===== config.mk =====
export PLATFORM = sky130hd
export DESIGN_NAME = sdt_tracker
export DESIGN_NICKNAME = d
export VERILOG_FILES = /design/src/rtl/sdt_pkg.sv /design/src/rtl/sdt_cmd_decode.sv /design/src/rtl/sdt_bank.sv /design/src/rtl/sdt_rules.sv /design/src/rtl/sdt_tracker.sv
export SDC_FILE = /design/constraint.sdc
export NUM_CORES = 1
export LEC_CHECK = 0
export ABC_AREA = 1
export BUFFER_PORTS_ARGS = -buffer_cell sky130_fd_sc_hd__buf_2
export CORE_MARGIN = 2
export CORE_UTILIZATION = 56
export CTS_CLUSTER_SIZE = 28
export DETAILED_ROUTE_END_ITERATION = 7
export PLACE_DENSITY_LB_ADDON = 0.1
export SLEW_MARGIN = 15
export SYNTH_ARGS = -nofsm -noshare
export SYNTH_HDL_FRONTEND = slang
export SYNTH_SLANG_ARGS = --single-unit

===== constraint.sdc =====
create_clock -name clk -period 2.64 [get_ports clk]
set_input_delay 0.528 -clock clk [delete_from_list [all_inputs] [get_ports clk]]
set_output_delay 0.528 -clock clk [all_outputs]
set_load 0.1 [all_outputs]

===== src/rtl/sdt_pkg.sv =====
package sdt_pkg;
  typedef enum logic [2:0] {
    BK_IDLE     = 3'd0,
    BK_ACTIVE   = 3'd1,
    BK_READ     = 3'd2,
    BK_WRITE    = 3'd3,
    BK_READ_AP  = 3'd4,
    BK_WRITE_AP = 3'd5,
    BK_WREC     = 3'd6,
    BK_PRECH    = 3'd7
  } bank_st_e;

  typedef enum logic [2:0] {
    C_NOP, C_ACT, C_READ, C_WRITE, C_PRE, C_REF, C_MRS, C_BST
  } cmd_e;

  localparam logic [3:0] E_NONE     = 4'd0;
  localparam logic [3:0] E_NOT_OPEN = 4'd1;
  localparam logic [3:0] E_AP_BUSY  = 4'd2;
  localparam logic [3:0] E_ROW_OPEN = 4'd3;
  localparam logic [3:0] E_TRCD     = 4'd4;
  localparam logic [3:0] E_TRAS     = 4'd5;
  localparam logic [3:0] E_TRP      = 4'd6;
  localparam logic [3:0] E_TRRD     = 4'd7;
  localparam logic [3:0] E_NOT_IDLE = 4'd8;
endpackage


===== src/rtl/sdt_cmd_decode.sv =====
module sdt_cmd_decode
  import sdt_pkg::*;
(
  input  logic cke,
  input  logic cs_n,
  input  logic ras_n,
  input  logic cas_n,
  input  logic we_n,
  output cmd_e cmd
);
  always_comb begin
    cmd = C_NOP;
    if (cke && !cs_n) begin
      case ({ras_n, cas_n, we_n})
        3'b011:  cmd = C_ACT;
        3'b101:  cmd = C_READ;
        3'b100:  cmd = C_WRITE;
        3'b010:  cmd = C_PRE;
        3'b001:  cmd = C_REF;
        3'b000:  cmd = C_MRS;
        3'b110:  cmd = C_BST;
        default: cmd = C_NOP;
      endcase
    end
  end
endmodule


===== src/rtl/sdt_bank.sv =====
module sdt_bank
  import sdt_pkg::*;
#(
  parameter int TW    = 4,
  parameter int ROW_W = 11
) (
  input  logic             clk,
  input  logic             rst,
  input  logic             go_act,
  input  logic             go_rd,
  input  logic             go_wr,
  input  logic             go_ap,
  input  logic             go_pre,
  input  logic             go_bst,
  input  logic [ROW_W-1:0] row_in,
  input  logic [TW-1:0]    cfg_burst,
  input  logic [TW-1:0]    cfg_twr,
  input  logic [TW-1:0]    cfg_trp,
  input  logic [TW-1:0]    cfg_trcd,
  input  logic [TW-1:0]    cfg_tras,
  output bank_st_e         st,
  output logic [ROW_W-1:0] row_q,
  output logic             ready,
  output logic             is_open,
  output logic             ap_busy,
  output logic             trcd_ok,
  output logic             tras_ok
);
  logic [TW-1:0] tmr;
  logic [TW-1:0] age;
  logic          last;

  assign last    = (tmr <= TW'(1));
  assign is_open = (st == BK_ACTIVE) || (st == BK_READ) || (st == BK_WRITE);
  assign ap_busy = (st == BK_READ_AP) || (st == BK_WRITE_AP) || (st == BK_WREC);
  assign ready   = (st == BK_IDLE) || ((st == BK_PRECH) && last);
  assign trcd_ok = (age >= cfg_trcd);
  assign tras_ok = (age >= cfg_tras);

  always_ff @(posedge clk) begin
    if (rst) begin
      st    <= BK_IDLE;
      tmr   <= '0;
      age   <= '0;
      row_q <= '0;
    end else begin
      if (age != '1) age <= age + TW'(1);
      if (go_act) begin
        st    <= BK_ACTIVE;
        row_q <= row_in;
        age   <= TW'(1);
      end else if (go_rd || go_wr) begin
        if (go_rd) st <= go_ap ? BK_READ_AP : BK_READ;
        else       st <= go_ap ? BK_WRITE_AP : BK_WRITE;
        tmr <= cfg_burst;
      end else if (go_pre && is_open) begin
        st  <= BK_PRECH;
        tmr <= cfg_trp;
      end else if (go_bst && ((st == BK_READ) || (st == BK_WRITE))) begin
        st <= BK_ACTIVE;
      end else begin
        case (st)
          BK_READ, BK_WRITE: begin
            if (last) st <= BK_ACTIVE;
            else      tmr <= tmr - TW'(1);
          end
          BK_READ_AP: begin
            if (last) begin st <= BK_PRECH; tmr <= cfg_trp; end
            else tmr <= tmr - TW'(1);
          end
          BK_WRITE_AP: begin
            if (last) begin st <= BK_WREC; tmr <= cfg_twr; end
            else tmr <= tmr - TW'(1);
          end
          BK_WREC: begin
            if (last) begin st <= BK_PRECH; tmr <= cfg_trp; end
            else tmr <= tmr - TW'(1);
          end
          BK_PRECH: begin
            if (last) st <= BK_IDLE;
            else      tmr <= tmr - TW'(1);
          end
          default: ;
        endcase
      end
    end
  end
endmodule


===== src/rtl/sdt_rules.sv =====
module sdt_rules
  import sdt_pkg::*;
#(
  parameter int NB = 2,
  parameter int BW = 1
) (
  input  cmd_e          cmd,
  input  logic [BW-1:0] sel,
  input  logic          all_sel,
  input  logic [NB-1:0] ready,
  input  logic [NB-1:0] is_open,
  input  logic [NB-1:0] ap_busy,
  input  logic [NB-1:0] wr_ap,
  input  logic [NB-1:0] trcd_ok,
  input  logic [NB-1:0] tras_ok,
  input  logic          rrd_ok,
  output logic          ok,
  output logic [3:0]    code,
  output logic [BW-1:0] ebank
);
  always_comb begin
    code  = E_NONE;
    ebank = sel;
    case (cmd)
      C_ACT: begin
        if (ap_busy[sel])      code = E_AP_BUSY;
        else if (is_open[sel]) code = E_ROW_OPEN;
        else if (!ready[sel])  code = E_TRP;
        else if (!rrd_ok)      code = E_TRRD;
      end
      C_READ, C_WRITE: begin
        if (ap_busy[sel])       code = E_AP_BUSY;
        else if (!is_open[sel]) code = E_NOT_OPEN;
        else if (!trcd_ok[sel]) code = E_TRCD;
      end
      C_PRE: begin
        if (all_sel) begin
          for (int i = NB - 1; i >= 0; i--) begin
            if (ap_busy[i]) begin
              code = E_AP_BUSY; ebank = BW'(i);
            end else if (is_open[i] && !tras_ok[i]) begin
              code = E_TRAS; ebank = BW'(i);
            end
          end
        end else if (ap_busy[sel]) begin
          code = E_AP_BUSY;
        end else if (is_open[sel] && !tras_ok[sel]) begin
          code = E_TRAS;
        end
      end
      C_REF, C_MRS: begin
        for (int i = NB - 1; i >= 0; i--) begin
          if (!ready[i]) begin code = E_NOT_IDLE; ebank = BW'(i); end
        end
      end
      C_BST: begin
        for (int i = NB - 1; i >= 0; i--) begin
          if (wr_ap[i]) begin code = E_AP_BUSY; ebank = BW'(i); end
        end
      end
      default: ;
    endcase
    ok = (code == E_NONE);
  end
endmodule


===== src/rtl/sdt_tracker.sv =====
module sdt_tracker
  import sdt_pkg::*;
#(
  parameter int NB     = 2,
  parameter int ROW_W  = 11,
  parameter int AP_BIT = 10,
  parameter int TW     = 4,
  localparam int BW     = $clog2(NB),
  localparam int ADDR_W = ROW_W + BW,
  localparam int SW     = 3
) (
  input  logic                clk,
  input  logic                rst,
  input  logic                cke,
  input  logic                cs_n,
  input  logic                ras_n,
  input  logic                cas_n,
  input  logic                we_n,
  input  logic [ADDR_W-1:0]   addr,
  input  logic [TW-1:0]       cfg_burst,
  input  logic [TW-1:0]       cfg_trcd,
  input  logic [TW-1:0]       cfg_tras,
  input  logic [TW-1:0]       cfg_trp,
  input  logic [TW-1:0]       cfg_twr,
  input  logic [TW-1:0]       cfg_trrd,
  output logic [NB*SW-1:0]    bank_state,
  output logic [NB*ROW_W-1:0] open_row,
  output logic                err_valid,
  output logic [3:0]          err_code,
  output logic [BW-1:0]       err_bank
);
  cmd_e          cmd;
  logic [BW-1:0] sel;
  logic          ap;
  logic [NB-1:0] ready, is_open, ap_busy, wr_ap, trcd_ok, tras_ok;
  logic          ok;
  logic [3:0]    code;
  logic [BW-1:0] ebank;
  logic [TW-1:0] rrd_age;

  assign sel = addr[ROW_W +: BW];
  assign ap  = addr[AP_BIT];

  sdt_cmd_decode u_dec (
    .cke(cke), .cs_n(cs_n), .ras_n(ras_n), .cas_n(cas_n), .we_n(we_n), .cmd(cmd)
  );

  sdt_rules #(.NB(NB), .BW(BW)) u_rules (
    .cmd(cmd), .sel(sel), .all_sel(ap), .ready(ready), .is_open(is_open),
    .ap_busy(ap_busy), .wr_ap(wr_ap), .trcd_ok(trcd_ok), .tras_ok(tras_ok),
    .rrd_ok(rrd_age >= cfg_trrd), .ok(ok), .code(code), .ebank(ebank)
  );

  for (genvar g = 0; g < NB; g++) begin : g_bank
    bank_st_e st;
    logic     hit;
    assign hit = ok && (sel == BW'(g));
    sdt_bank #(.TW(TW), .ROW_W(ROW_W)) u_bank (
      .clk(clk), .rst(rst),
      .go_act(hit && (cmd == C_ACT)),
      .go_rd(hit && (cmd == C_READ)),
      .go_wr(hit && (cmd == C_WRITE)),
      .go_ap(ap),
      .go_pre(ok && (cmd == C_PRE) && (ap || (sel == BW'(g)))),
      .go_bst(ok && (cmd == C_BST)),
      .row_in(addr[ROW_W-1:0]),
      .cfg_burst(cfg_burst), .cfg_twr(cfg_twr), .cfg_trp(cfg_trp),
      .cfg_trcd(cfg_trcd), .cfg_tras(cfg_tras),
      .st(st), .row_q(open_row[g*ROW_W +: ROW_W]),
      .ready(ready[g]), .is_open(is_open[g]), .ap_busy(ap_busy[g]),
      .trcd_ok(trcd_ok[g]), .tras_ok(tras_ok[g])
    );
    assign wr_ap[g] = (st == BK_WRITE_AP);
    assign bank_state[g*SW +: SW] = st;
  end

  always_ff @(posedge clk) begin
    if (rst) begin
      rrd_age   <= '1;
      err_valid <= 1'b0;
      err_code  <= E_NONE;
      err_bank  <= '0;
    end else begin
      if (ok && (cmd == C_ACT))  rrd_age <= TW'(1);
      else if (rrd_age != '1)    rrd_age <= rrd_age + TW'(1);
      err_valid <= !ok;
      err_code  <= code;
      err_bank  <= ok ? '0 : ebank;
    end
  end
endmodule


==> results of run 1 <==
## metal layers
| metal | vias up | track usage | wire length (um) |
|---|---|---|---|
| met4 | 0 | 0.0634 | 188 |
| met3 | 25 | 0.0386 | 544 |
| met5 | - | 0 | 0 |
| li1 | 2180 | - | - |
| met1 | 1912 | 0.357 | 4810 |
| met2 | 145 | 0.465 | 5150 |
## metrics by stage
step / TNS (ps) / hold slack (ps) / cells / util
3_5_place_dp: -1130 / 433 / 789 / 0.673
2_1_floorplan: 0 / 461 / 606 / -
4_1_cts: 0 / 450 / 797 / 0.688
3_3_place_gp: -57.7 / 427 / 789 / 0.673
6_report: 0 / 445 / 803 / 0.701
5_1_grt: -124 / 462 / 803 / 0.701
## kinds of logic after synthesis
kind of cell / after synthesis / synth area share
buffers and inverters: 119 / 0.118
adder cells (fa/ha/maj): 27 / 0.0851
flip-flops: 54 / 0.272
AND/OR/NAND/NOR: 269 / 0.327
XOR/XNOR: 6 / 0.0132
AO/OA/AOI/OAI: 131 / 0.184
## layout make-up
cell class	count	area share
Clock buffer	5	0.0144
Clock inverter	3	0.00601
Tap cell	96	0.0251
Inverter	108	0.0864
Multi-Input combinational cell	433	0.513
Sequential cell	54	0.229
Timing Repair Buffer	104	0.126
## critical path, stage by stage, from the launching register on
cell and delay (ps):
sky130_fd_sc_hd__dfxtp_2 360, sky130_fd_sc_hd__inv_1 120, sky130_fd_sc_hd__ha_2 210, sky130_fd_sc_hd__nor2_2 60, sky130_fd_sc_hd__nor2_4 130, sky130_fd_sc_hd__nand2_1 90, sky130_fd_sc_hd__nand3_1 130, sky130_fd_sc_hd__nand3_2 100
sky130_fd_sc_hd__nand2_1 80, sky130_fd_sc_hd__nand2_1 60, sky130_fd_sc_hd__clkinv_2 60, sky130_fd_sc_hd__nand2_4 70, sky130_fd_sc_hd__nor2_8 190, sky130_fd_sc_hd__buf_4 170, sky130_fd_sc_hd__nand3_4 110, sky130_fd_sc_hd__o21ai_0 200
sky130_fd_sc_hd__nand2_1 70, sky130_fd_sc_hd__o211ai_1 80, sky130_fd_sc_hd__a21oi_1 80
## path summary, 6_finish.rpt
check | end | from | slack [ps] | cells after the start
setup / recovery | g_bank[1].u_bank.tmr[3] | g_bank[0].u_bank.tmr[0] | 140 | 18
hold / removal | g_bank[1].u_bank.row_q[9] | g_bank[1].u_bank.row_q[9] | 440 | 2
setup reg to reg | g_bank[1].u_bank.tmr[3] | g_bank[0].u_bank.tmr[0] | 140 | 18
hold reg to reg | g_bank[1].u_bank.row_q[9] | g_bank[1].u_bank.row_q[9] | 440 | 2
## power breakdown
group          switching [mW]  internal, mW  total [mW]
Combinational            1.99          1.09        3.07
Clock                   0.312         0.198       0.510
Sequential              0.178         0.971        1.15
Total                    2.48          2.26        4.73
## synthesized netlist by cell type, types with 2 or more instances
library cell	number	area (um2)
sky130_fd_sc_hd__clkbuf_1	4	15.0
sky130_fd_sc_hd__nor2_1	61	229
sky130_fd_sc_hd__o21ai_2	3	26.3
sky130_fd_sc_hd__nand3_2	8	80.1
sky130_fd_sc_hd__a211oi_1	2	15.0
sky130_fd_sc_hd__inv_2	8	30.0
sky130_fd_sc_hd__a21oi_1	48	240
sky130_fd_sc_hd__o21ai_0	38	190
sky130_fd_sc_hd__o22ai_1	2	12.5
sky130_fd_sc_hd__a221oi_1	2	17.5
sky130_fd_sc_hd__ha_1	27	338
sky130_fd_sc_hd__nand2_4	3	33.8
sky130_fd_sc_hd__nand3_1	38	190
sky130_fd_sc_hd__inv_1	98	368
sky130_fd_sc_hd__nand2_2	9	56.3
sky130_fd_sc_hd__o211ai_1	6	45.0
sky130_fd_sc_hd__xnor2_1	2	17.5
sky130_fd_sc_hd__nand2_1	117	439
sky130_fd_sc_hd__dfxtp_1	54	1080
sky130_fd_sc_hd__o21ai_1	19	95.1
sky130_fd_sc_hd__nor2_8	2	40.0
sky130_fd_sc_hd__nand4_1	11	68.8
sky130_fd_sc_hd__nor3_1	7	35.0
sky130_fd_sc_hd__o21bai_1	2	15.0
sky130_fd_sc_hd__o31ai_1	2	15.0
sky130_fd_sc_hd__nor2_4	4	45.0
sky130_fd_sc_hd__or2_2	2	12.5
sky130_fd_sc_hd__buf_2	5	25.0
sky130_fd_sc_hd__a31oi_1	3	18.8
sky130_fd_sc_hd__xor2_1	4	35.0
## state kept, by name, summed over array words and instances, names as in the netlist
register             flops
g_bank.u_bank.st         6
g_bank.u_bank.row_q     22
g_bank.u_bank.age        8
err_bank                 1
g_bank.u_bank.tmr        8
err_code                 4
rrd_age                  4
err_valid                1
## repair_timing
action	4_1_cts	5_1_grt
pin swaps	0	5
endpoints found under the setup margin	3	41
setup buffers	0	6
resized for setup	1	19
==> implementation parameters, run 1 <==
Parameter                              Value

Status
  Outcome ... complete, no violations

Clock network
  Clk sink count ... 54
  Number of buffers inserted for hold repair after clock tree synthesis ... 0
  Cts bufs inserted ... 5
  Root buf cell ... sky130_fd_sc_hd__clkbuf_8
  H-tree depth ... 2
  Buffer levels on the longest clock path ... 2
  Insertion delay to the later sink of the worst-skew pair ... ~330 ps
  Clock slew at reported path FFs ... between 100 and 150 ps
  CTS tree ... yes

Finish
  Post-route design area ... 4790 um2
  Leading cell type in the layout, fill and taps excluded ... sky130_fd_sc_hd__nand2_1
  Diode count ... 0
  Commonest non-fill, non-tap cells in the layout ... sky130_fd_sc_hd__nand2_1, sky130_fd_sc_hd__inv_1, sky130_fd_sc_hd__buf_2
  Layout Nets ... around 780
  Register Area ... around 1100 um2
  Share of layout cells above drive strength 1 ... 0.252
  Area of the multi-input gates ... 2460 um2
  Number of fill cells ... 631
  Area added between synthesis and finish ... 20.7%

Global routing
  Residual overflow from global routing ... 0
  Antenna violations before repair ... 0
  Overall global routing resource usage ... 0.270
  Vias in the first global route ... between 3000 and 4000
  Global-route wire length before repair ... between 15 and 20 mm
  Largest net degree at the start of global routing ... 21

STA
  Final critical-path setup slack ... 143 ps
  Period utilization ... 0.946
  Setup-failing EPs final ... 0
  Post-Route Skew ... 27.9 ps
  Maximum clock rate ... ~400 MHz
  Minimum period implied by the final worst setup slack ... between 2000 and 2500 ps
  RSZ-0062 raised after global routing ... true
  Final hold violation count ... 0
  Transition time of the tightest slew-check pin ... between 800 and 900 ps
  Headroom to the max-slew limit ... 0.460
  Slew Limit Fails ... 0

Placed design
  Half-perimeter wire length after detailed placement ... slightly above 8 mm
  Port buffer count ... 76
  RD Place Congestion ... ~0.95
  Placed Area ... 4600 um2
  Worst setup slack after placement ... -121 ps

Route
  Detailed-route vias per instance ... about 5.3
  Number of iterations in the first detailed-routing pass ... 6
  Post-DR wirelength/cell ... roughly 13 um
  Post-route DRC ... 0
  Remaining antenna violation count after routing ... 0
  Vias ... between 4000 and 5000
  Overall routed net length ... 10.7 mm
  Number of DRC markers in iteration 0 ... ~270

Setup path
  Data arrival time of the worst path ... 2700 ps
  Required time reported for the critical path endpoint ... 2840 ps
  Maximum fanout count along the critical path ... 10
  Worst Setup Path Type ... register to register
  Sort of element at the end of the critical path ... register
  Critical Path Source Type ... register

Power and ir drop
  Overall power consumption ... 4.73 mW
  Leakage power summed over all cells ... 2.51 nW
  Power Dens Cells ... 988 nW/um2
  Largest vdd supply drop ... between 700 and 800 uV

Synth
  Register bit count reported by yosys ... 54
  Share of flip-flops with an asynchronous set or reset after synthesis ... 0
  Yosys Warn Count ... 0
  Syn Std Cell Area ... just under 4000 um2
  Total nets after synthesis ... around 680
  EDFF count, synth ... 0
  Average cell area after synthesis ... roughly 6.6 um2
  Post-synthesis sequential area ratio ... 0.272
  Count of distinct cell types in the synthesized netlist ... 45
  Post-synthesis instance total ... about 610
  Most frequently used flop master after synthesis ... sky130_fd_sc_hd__dfxtp_1

Floorplan
  Io pins ... between 70 and 80
  DIE AREA ... around 7800 um2
  Cell row count ... 30
  Effective utilization at floorplan ... 0.581
  Die Wd ... 88.2 um
  Core Region ... 6830 um2
  Die height ... roughly 90 um

Min path
  Worst Hold Class ... register to register

Run
  Max capacitance violation total ... 0
(Power assumes the default switching activity.)
==> run 2, diff against run 1 <==
--- a/config.mk
+++ b/config.mk
@@ -5,13 +5,14 @@
 export SDC_FILE = /design/constraint.sdc
 export NUM_CORES = 1
 export LEC_CHECK = 0
-export ABC_AREA = 1
 export BUFFER_PORTS_ARGS = -buffer_cell sky130_fd_sc_hd__buf_2
+export CORE_ASPECT_RATIO = 0.9
 export CORE_MARGIN = 2
 export CORE_UTILIZATION = 56
 export CTS_CLUSTER_SIZE = 28
 export DETAILED_ROUTE_END_ITERATION = 7
 export PLACE_DENSITY_LB_ADDON = 0.1
+export RECOVER_POWER = 100
 export SLEW_MARGIN = 15
 export SYNTH_ARGS = -nofsm -noshare
 export SYNTH_HDL_FRONTEND = slang
==> run 2 against run 1 <==
  * Clock power grew 8.4%
  * Non-clock buffer count grew 30
  * Worst hold slack gained 20 ps
  * Maximum frequency shrank 2.4%
  * Critical path depth shrank 9
  * Sequential cell count is the same
  * Combinational power shrank 62%
  * Clock-buffer cell count grew 1
  * Global-route usage grew 2.5 points
  * Critical path type unchanged
  * Highest routed layer unchanged
==> implementation parameters, run 2 <==
Parameter                              Value

Status
  Outcome ... complete, no violations

Route
  Detailed-route vias per instance ... between 6 and 7
  Number of DRC markers in iteration 0 ... about 370
  Remaining antenna violation count after routing ... 0
  Vias ... around 4300
  Overall routed net length ... around 12 mm
  Post-DR wirelength/cell ... ~17 um
  Post-route DRC ... 0
  Number of iterations in the first detailed-routing pass ... 5

Floorplan
  DIE AREA ... just under 8000 um2
  Core Region ... between 7000 and 8000 um2
  Effective utilization at floorplan ... 0.576
  Io pins ... 77
  Die height ... around 85 um
  Cell row count ... 29
  Die Wd ... about 94 um

Synth
  Share of flip-flops with an asynchronous set or reset after synthesis ... 0
  Largest area contributor in the synthesized netlist ... sky130_fd_sc_hd__dfxtp_1
  EDFF count, synth ... 0
  Post-synthesis adder-cell area fraction ... 0.0833
  Syn Std Cell Area ... between 4000 and 5000 um2
  Post-synthesis simple-gate area fraction ... 0.210
  Xor and xnor area share after synthesis ... 0.0151
  Largest family of logic cells by synthesized area ... compound AO/OA/AOI/OAI gates
  Synthesized-area fraction occupied by ao, oa, aoi and oai cells ... 0.324
  Leading cell type by number of instances after synthesis ... sky130_fd_sc_hd__dfxtp_1
  Most frequently used flop master after synthesis ... sky130_fd_sc_hd__dfxtp_1
  Mux cell area share after synthesis ... 0.0204
  Top cells by instance count after synthesis ... sky130_fd_sc_hd__dfxtp_1, sky130_fd_sc_hd__a21oi_1, sky130_fd_sc_hd__nor2_1
  Yosys Warn Count ... 0
  Count of distinct cell types in the synthesized netlist ... just under 70
  Area share of the leading cell type in the synthesized netlist ... 0.267
  Top cells by area, synth ... sky130_fd_sc_hd__dfxtp_1, sky130_fd_sc_hd__ha_1, sky130_fd_sc_hd__a21oi_1
  Average cell area after synthesis ... 8.34 um2
  Post-synthesis sequential area ratio ... 0.267
  Register bit count reported by yosys ... 54
  Post-synthesis instance total ... a little under 500
  Total nets after synthesis ... approximately 560

Placed design
  Half-perimeter wire length after detailed placement ... 8.94 mm
  Number of placed cells counting well taps ... between 600 and 700
  Port buffer count ... 76
  RD Place Congestion ... about 0.9

Finish
  Layout Nets ... 660
  Flip-flop count of the largest register, all copies and words added ... 22
  Commonest non-fill, non-tap cells in the layout ... sky130_fd_sc_hd__buf_4, sky130_fd_sc_hd__dfxtp_1, sky130_fd_sc_hd__buf_2
  Finished Layout Cells ... 684
  Top flop regs ... g_bank.u_bank.row_q (22), g_bank.u_bank.age (8), g_bank.u_bank.tmr (8)
  Leading cell type in the layout, fill and taps excluded ... sky130_fd_sc_hd__buf_4
  Area added between synthesis and finish ... 22.9%
  Largest reg by FF count ... g_bank.u_bank.row_q
  Share of layout cells above drive strength 1 ... 0.267
  Diode count ... 0

STA
  Slew Limit Fails ... 0
  Post-Route Skew ... about 12 ps
  Worst hold margin ... 465 ps
  Maximum clock rate ... about 390 MHz
  Setup-failing EPs final ... 0
  RSZ-0062 raised after global routing ... true
  Headroom to the max-slew limit ... 0.204
  Minimum period implied by the final worst setup slack ... ~2600 ps
  Period utilization ... 0.969
  Final hold violation count ... 0
  Transition time of the tightest slew-check pin ... about 1200 ps

Power and ir drop
  Leakage power summed over all cells ... around 1.9 nW
  Power Dens Cells ... roughly 550 nW/um2
  Largest vdd supply drop ... 306 uV
  Overall power consumption ... 2.74 mW

Setup path
  Worst Setup Path Type ... register to register
  Critical Path Source Type ... register
  Required time reported for the critical path endpoint ... ~2900 ps
  Maximum fanout count along the critical path ... 13
  Buf/Inv on CP ... 2
  Sort of element at the end of the critical path ... register
  Series of cell instances along the critical path ... nand3_2 > o41ai_4 > mux2i_4 > a21boi_2 > buf_4 > and4_4 > buf_6 > nand3_2 > a221oi_2
  Family with the most delay on the worst path ... compound AO/OA/AOI/OAI gates
  Delay of the slowest critical-path stage ... 490 ps
  Cell repeated most along the worst path ... sky130_fd_sc_hd__nand3_2
  Cell at the slowest stage of the critical path ... sky130_fd_sc_hd__dfxtp_2
  Data arrival time of the worst path ... roughly 2800 ps

Clock network
  H-tree depth ... 2
  Insertion delay to the later sink of the worst-skew pair ... 320 ps
  Root buf cell ... sky130_fd_sc_hd__clkbuf_8
  CTS tree ... yes
  Cts bufs inserted ... 5
  Buffer levels on the longest clock path ... 2
  Clk sink count ... between 50 and 60
  Clock slew at reported path FFs ... 110 ps

Global routing
  Antenna violations before repair ... 0
  Overall global routing resource usage ... 0.295
  Largest net degree at the start of global routing ... 41
  Global-route wire length before repair ... about 19 mm
  Residual overflow from global routing ... 0
  Vias in the first global route ... about 4000

Min path
  Worst Hold Class ... input port to register

Run
  Max capacitance violation total ... 0
-- run 2: changes by cell type after synthesis, sizes merged, moves of 10 or more --
cell    before  now
inv        107   26
o21ai       60   29
nand2      129   14
nor2        68   36
buf          7   23
a21oi       48   37
o31ai        2   26
nand3       46   18
clkbuf       4   14
nand4       13   28
-- run 2: where the power goes --
part / switching [mW] / internal (mW)
clock: 0.303 / 0.250
combinational: 0.718 / 0.464
sequential: 0.109 / 0.891
total: 1.13 / 1.61
-- run 2: layer usage --
| metal | track usage | vias to the layer above | part of all wire |
|---|---|---|---|
| met5 | 0 | - | 0 |
| met4 | 0.0949 | 0 | 0.022 |
| met3 | 0.0494 | 28 | 0.077 |
| met2 | 0.499 | 227 | 0.47 |
| met1 | 0.382 | 1994 | 0.43 |
| li1 | - | 2075 | - |
-- run 2: path summary, 6_finish.rpt --
path                                   from                        end  slack [ps]  cells past startpoint
hold / removal                      addr[9]  g_bank[1].u_bank.row_q[9]         460                      3
setup reg to reg     g_bank[1].u_bank.st[1]    g_bank[0].u_bank.tmr[3]          80                      9
hold reg to reg   g_bank[0].u_bank.row_q[0]  g_bank[0].u_bank.row_q[0]         480                      2
setup / recovery     g_bank[1].u_bank.st[1]    g_bank[0].u_bank.tmr[3]          80                      9
-- run 2: kinds of logic after synthesis --
kind of cell,count (synthesis)
flip-flops,54
AO/OA/AOI/OAI,177
AND/OR/NAND/NOR,151
buffers and inverters,63
XOR/XNOR,7
multiplexers,7
adder cells (fa/ha/maj),27
-- run 2: timing repair --
item / CTS / global route
buffers inserted: 0 / 6
hold buffers: 0 / 0
endpoints found under the setup margin: 24 / 50
pin swaps: 1 / 12
gates resized for setup: 3 / 23
-- run 2: layout make-up --
type,count,area (um2)
multi-input cells,369,2760
flip-flops and latches,54,1100
clock buffers,6,93.8
repair buffers,134,796
fillers,588,2060
clock inverters,2,17.5
inverters,26,97.6
well taps,93,116
-- run 2: metrics by stage --
step                      worst slack (ps)  TNS (ps)  area [um2]   util
final                                 82.6         0        4980  0.708
after floorplan                       3.57         0        4090      -
after CTS                             6.84         0        4880  0.693
after global routing                 -14.4     -29.2        4980  0.708
after global placement                -194     -7350        4750  0.675
after detailed placement              -311     -9580        4750  0.675
-- run 2: worst register-to-register path, stage by stage (launching register included) --
cell and delay, ps:
sky130_fd_sc_hd__dfxtp_2 490, sky130_fd_sc_hd__nand3_2 170, sky130_fd_sc_hd__o41ai_4 440, sky130_fd_sc_hd__mux2i_4 130, sky130_fd_sc_hd__a21boi_2 290, sky130_fd_sc_hd__buf_4 210, sky130_fd_sc_hd__and4_4 260, sky130_fd_sc_hd__buf_6 140
sky130_fd_sc_hd__nand3_2 80, sky130_fd_sc_hd__a221oi_2 270
==> run 3, diff against run 2 <==
--- a/config.mk
+++ b/config.mk
@@ -6,9 +6,11 @@
 export NUM_CORES = 1
 export LEC_CHECK = 0
 export BUFFER_PORTS_ARGS = -buffer_cell sky130_fd_sc_hd__buf_2
+export CELL_PAD_IN_SITES_DETAIL_PLACEMENT = 0
+export CELL_PAD_IN_SITES_GLOBAL_PLACEMENT = 1
 export CORE_ASPECT_RATIO = 0.9
 export CORE_MARGIN = 2
-export CORE_UTILIZATION = 56
+export CORE_UTILIZATION = 42
 export CTS_CLUSTER_SIZE = 28
 export DETAILED_ROUTE_END_ITERATION = 7
 export PLACE_DENSITY_LB_ADDON = 0.1
==> run 3 against run 2 <==
  * Power up 1.4%
  * Via count shrank 0.44%
  * Clock power fell by 7.8%
  * Setup slack barely moved
  * Non-clock buffer count is 19 higher
  * Utilization down 16 points
  * First-iteration DRC count down 48%
  * Critical path type unchanged
  * Largest power group unchanged
==> implementation parameters, run 3 (same netlist as run 2, synthesis figures left out) <==
Parameter                              Value

STA
  Transition time of the tightest slew-check pin ... 1210 ps
  Slew Limit Fails ... 0
  Final hold violation count ... 0
  Setup total negative slack ... 0 ps
  Post-Route Skew ... approximately 12 ps
  Minimum period implied by the final worst setup slack ... 2560 ps
  Worst hold margin ... about 470 ps
  Maximum clock rate ... 391 MHz
  Period utilization ... 0.969
  Final critical-path setup slack ... roughly 83 ps
  Headroom to the max-slew limit ... 0.199
  Setup-failing EPs final ... 0

Placed design
  Worst setup slack after placement ... -301 ps
  Port buffer count ... between 70 and 80
  Half-perimeter wire length after detailed placement ... a little under 10 mm
  RD Place Congestion ... between 0.8 and 0.9

Route
  Overall routed net length ... 12.8 mm
  Post-route DRC ... 0
  Remaining antenna violation count after routing ... 0
  Number of DRC markers in iteration 0 ... 193
  Detailed-route vias per instance ... a little under 6
  Number of iterations in the first detailed-routing pass ... 6
  Vias ... 4305
  Post-DR wirelength/cell ... 17.4 um

Finish
  Diode count ... 0
  Area of the multi-input gates ... 2800 um2
  Largest reg by FF count ... g_bank.u_bank.row_q
  Area added between synthesis and finish ... 29.0%
  Share of layout cells above drive strength 1 ... 0.293
  Commonest non-fill, non-tap cells in the layout ... sky130_fd_sc_hd__buf_4, sky130_fd_sc_hd__dfxtp_1, sky130_fd_sc_hd__buf_2
  Flip-flop count of the largest register, all copies and words added ... 22
  Register Area ... approximately 1100 um2
  Number of fill cells ... approximately 940
  Layout Nets ... approximately 680
  Leading cell type in the layout, fill and taps excluded ... sky130_fd_sc_hd__buf_4
  Top flop regs ... g_bank.u_bank.row_q (22), g_bank.u_bank.age (8), g_bank.u_bank.tmr (8)

Floorplan
  Core Region ... 9530 um2
  Die height ... about 100 um
  Io pins ... between 70 and 80
  Cell row count ... 34
  DIE AREA ... between 10000 and 15000 um2
  Effective utilization at floorplan ... 0.425
  Die Wd ... between 100 and 150 um

Global routing
  Residual overflow from global routing ... 0
  Vias in the first global route ... approximately 4100
  Largest net degree at the start of global routing ... 41
  Antenna violations before repair ... 0
  Overall global routing resource usage ... 0.243
  Global-route wire length before repair ... roughly 21 mm

Status
  Outcome ... complete, no violations

Power and ir drop
  Power Dens Cells ... roughly 530 nW/um2
  Leakage power summed over all cells ... between 2 and 2.5 nW
  Overall power consumption ... roughly 2.8 mW
  Largest vdd supply drop ... approximately 260 uV

Clock network
  Cts bufs inserted ... 5
  Clock slew at reported path FFs ... 120 ps
  CTS tree ... yes
  H-tree depth ... 2
  Buffer levels on the longest clock path ... 2
  Root buf cell ... sky130_fd_sc_hd__clkbuf_8
  Clk sink count ... 54
  Insertion delay to the later sink of the worst-skew pair ... between 300 and 400 ps

Setup path
  Path depth of the worst reg2reg path ... 11
  Sort of element at the end of the critical path ... register
  Data arrival time of the worst path ... ~2800 ps
  Worst Setup Path Type ... register to register
  Required time reported for the critical path endpoint ... 2870 ps
  Maximum fanout count along the critical path ... 8
  Critical Path Source Type ... register

Min path
  Worst hold path cell count ... 3
  Worst Hold Class ... input port to register

Run
  Max capacitance violation total ... 0
## run 3: changes by cell type in the layout (fill, tap and decap cells not counted), sizes merged
cell	delta
inv	+1
clkbuf	-1
buf	+19
## run 3: path summary, 6_finish.rpt
| path | slack (ps) | to | startpoint |
|---|---|---|---|
| max | 80 | g_bank[1].u_bank.tmr[2] | g_bank[0].u_bank.age[0] |
| min | 470 | g_bank[1].u_bank.row_q[2] | addr[2] |
| max reg2reg | 80 | g_bank[1].u_bank.tmr[2] | g_bank[0].u_bank.age[0] |
| min reg2reg | 470 | g_bank[0].u_bank.row_q[4] | g_bank[0].u_bank.row_q[4] |
## run 3: critical path, cell delays in order, from the launching register on
cell	delay, ps
sky130_fd_sc_hd__dfxtp_2	340
sky130_fd_sc_hd__inv_1	50
sky130_fd_sc_hd__ha_1	270
sky130_fd_sc_hd__nand2b_4	150
sky130_fd_sc_hd__a2111oi_4	390
sky130_fd_sc_hd__o21ai_2	140
sky130_fd_sc_hd__a31oi_4	230
sky130_fd_sc_hd__buf_6	160
sky130_fd_sc_hd__and4_4	260
sky130_fd_sc_hd__buf_6	140
sky130_fd_sc_hd__nand3_1	100
sky130_fd_sc_hd__a221oi_2	250
## run 3: where the power goes
group          leakage (nW)  switching [mW]  total, mW  internal (mW)
logic                  1.55           0.763       1.28          0.517
registers             0.442          0.0936      0.984          0.891
clock network        0.0506           0.311      0.510          0.200
## run 3: timing repair
item | 4_1_cts | 5_1_grt
endpoints found under the setup margin | 15 | 49
pin swaps | 1 | 16
hold buffers | 0 | 0
gates resized for setup | 4 | 33
setup buffers | 0 | 9
## run 3: routing by layer
metal / up-vias / track usage / wire, um
li1: 2114 / - / -
met1: 2035 / 0.332 / 5890
met2: 136 / 0.403 / 6020
met3: 20 / 0.0288 / 621
met4: 0 / 0.0651 / 250
met5: - / 0 / 0
## run 3: metrics by stage
step / area [um2] / utilization / std cells
final: 5230 / 0.549 / 736
after global routing: 5230 / 0.549 / 736
after CTS: 5060 / 0.531 / 727
after detailed placement: 4940 / 0.518 / 719
after global placement: 4940 / 0.518 / 719
after floorplan: 4090 / - / 486
## run 3: layout make-up
cell class	instances	share of cell area
clock buffer	5	0.0132
clock inverter	3	0.00550
inverter	26	0.0187
multi-input combinational	369	0.535
sequential	54	0.210
tap	126	0.0301
timing repair buffer	153	0.188
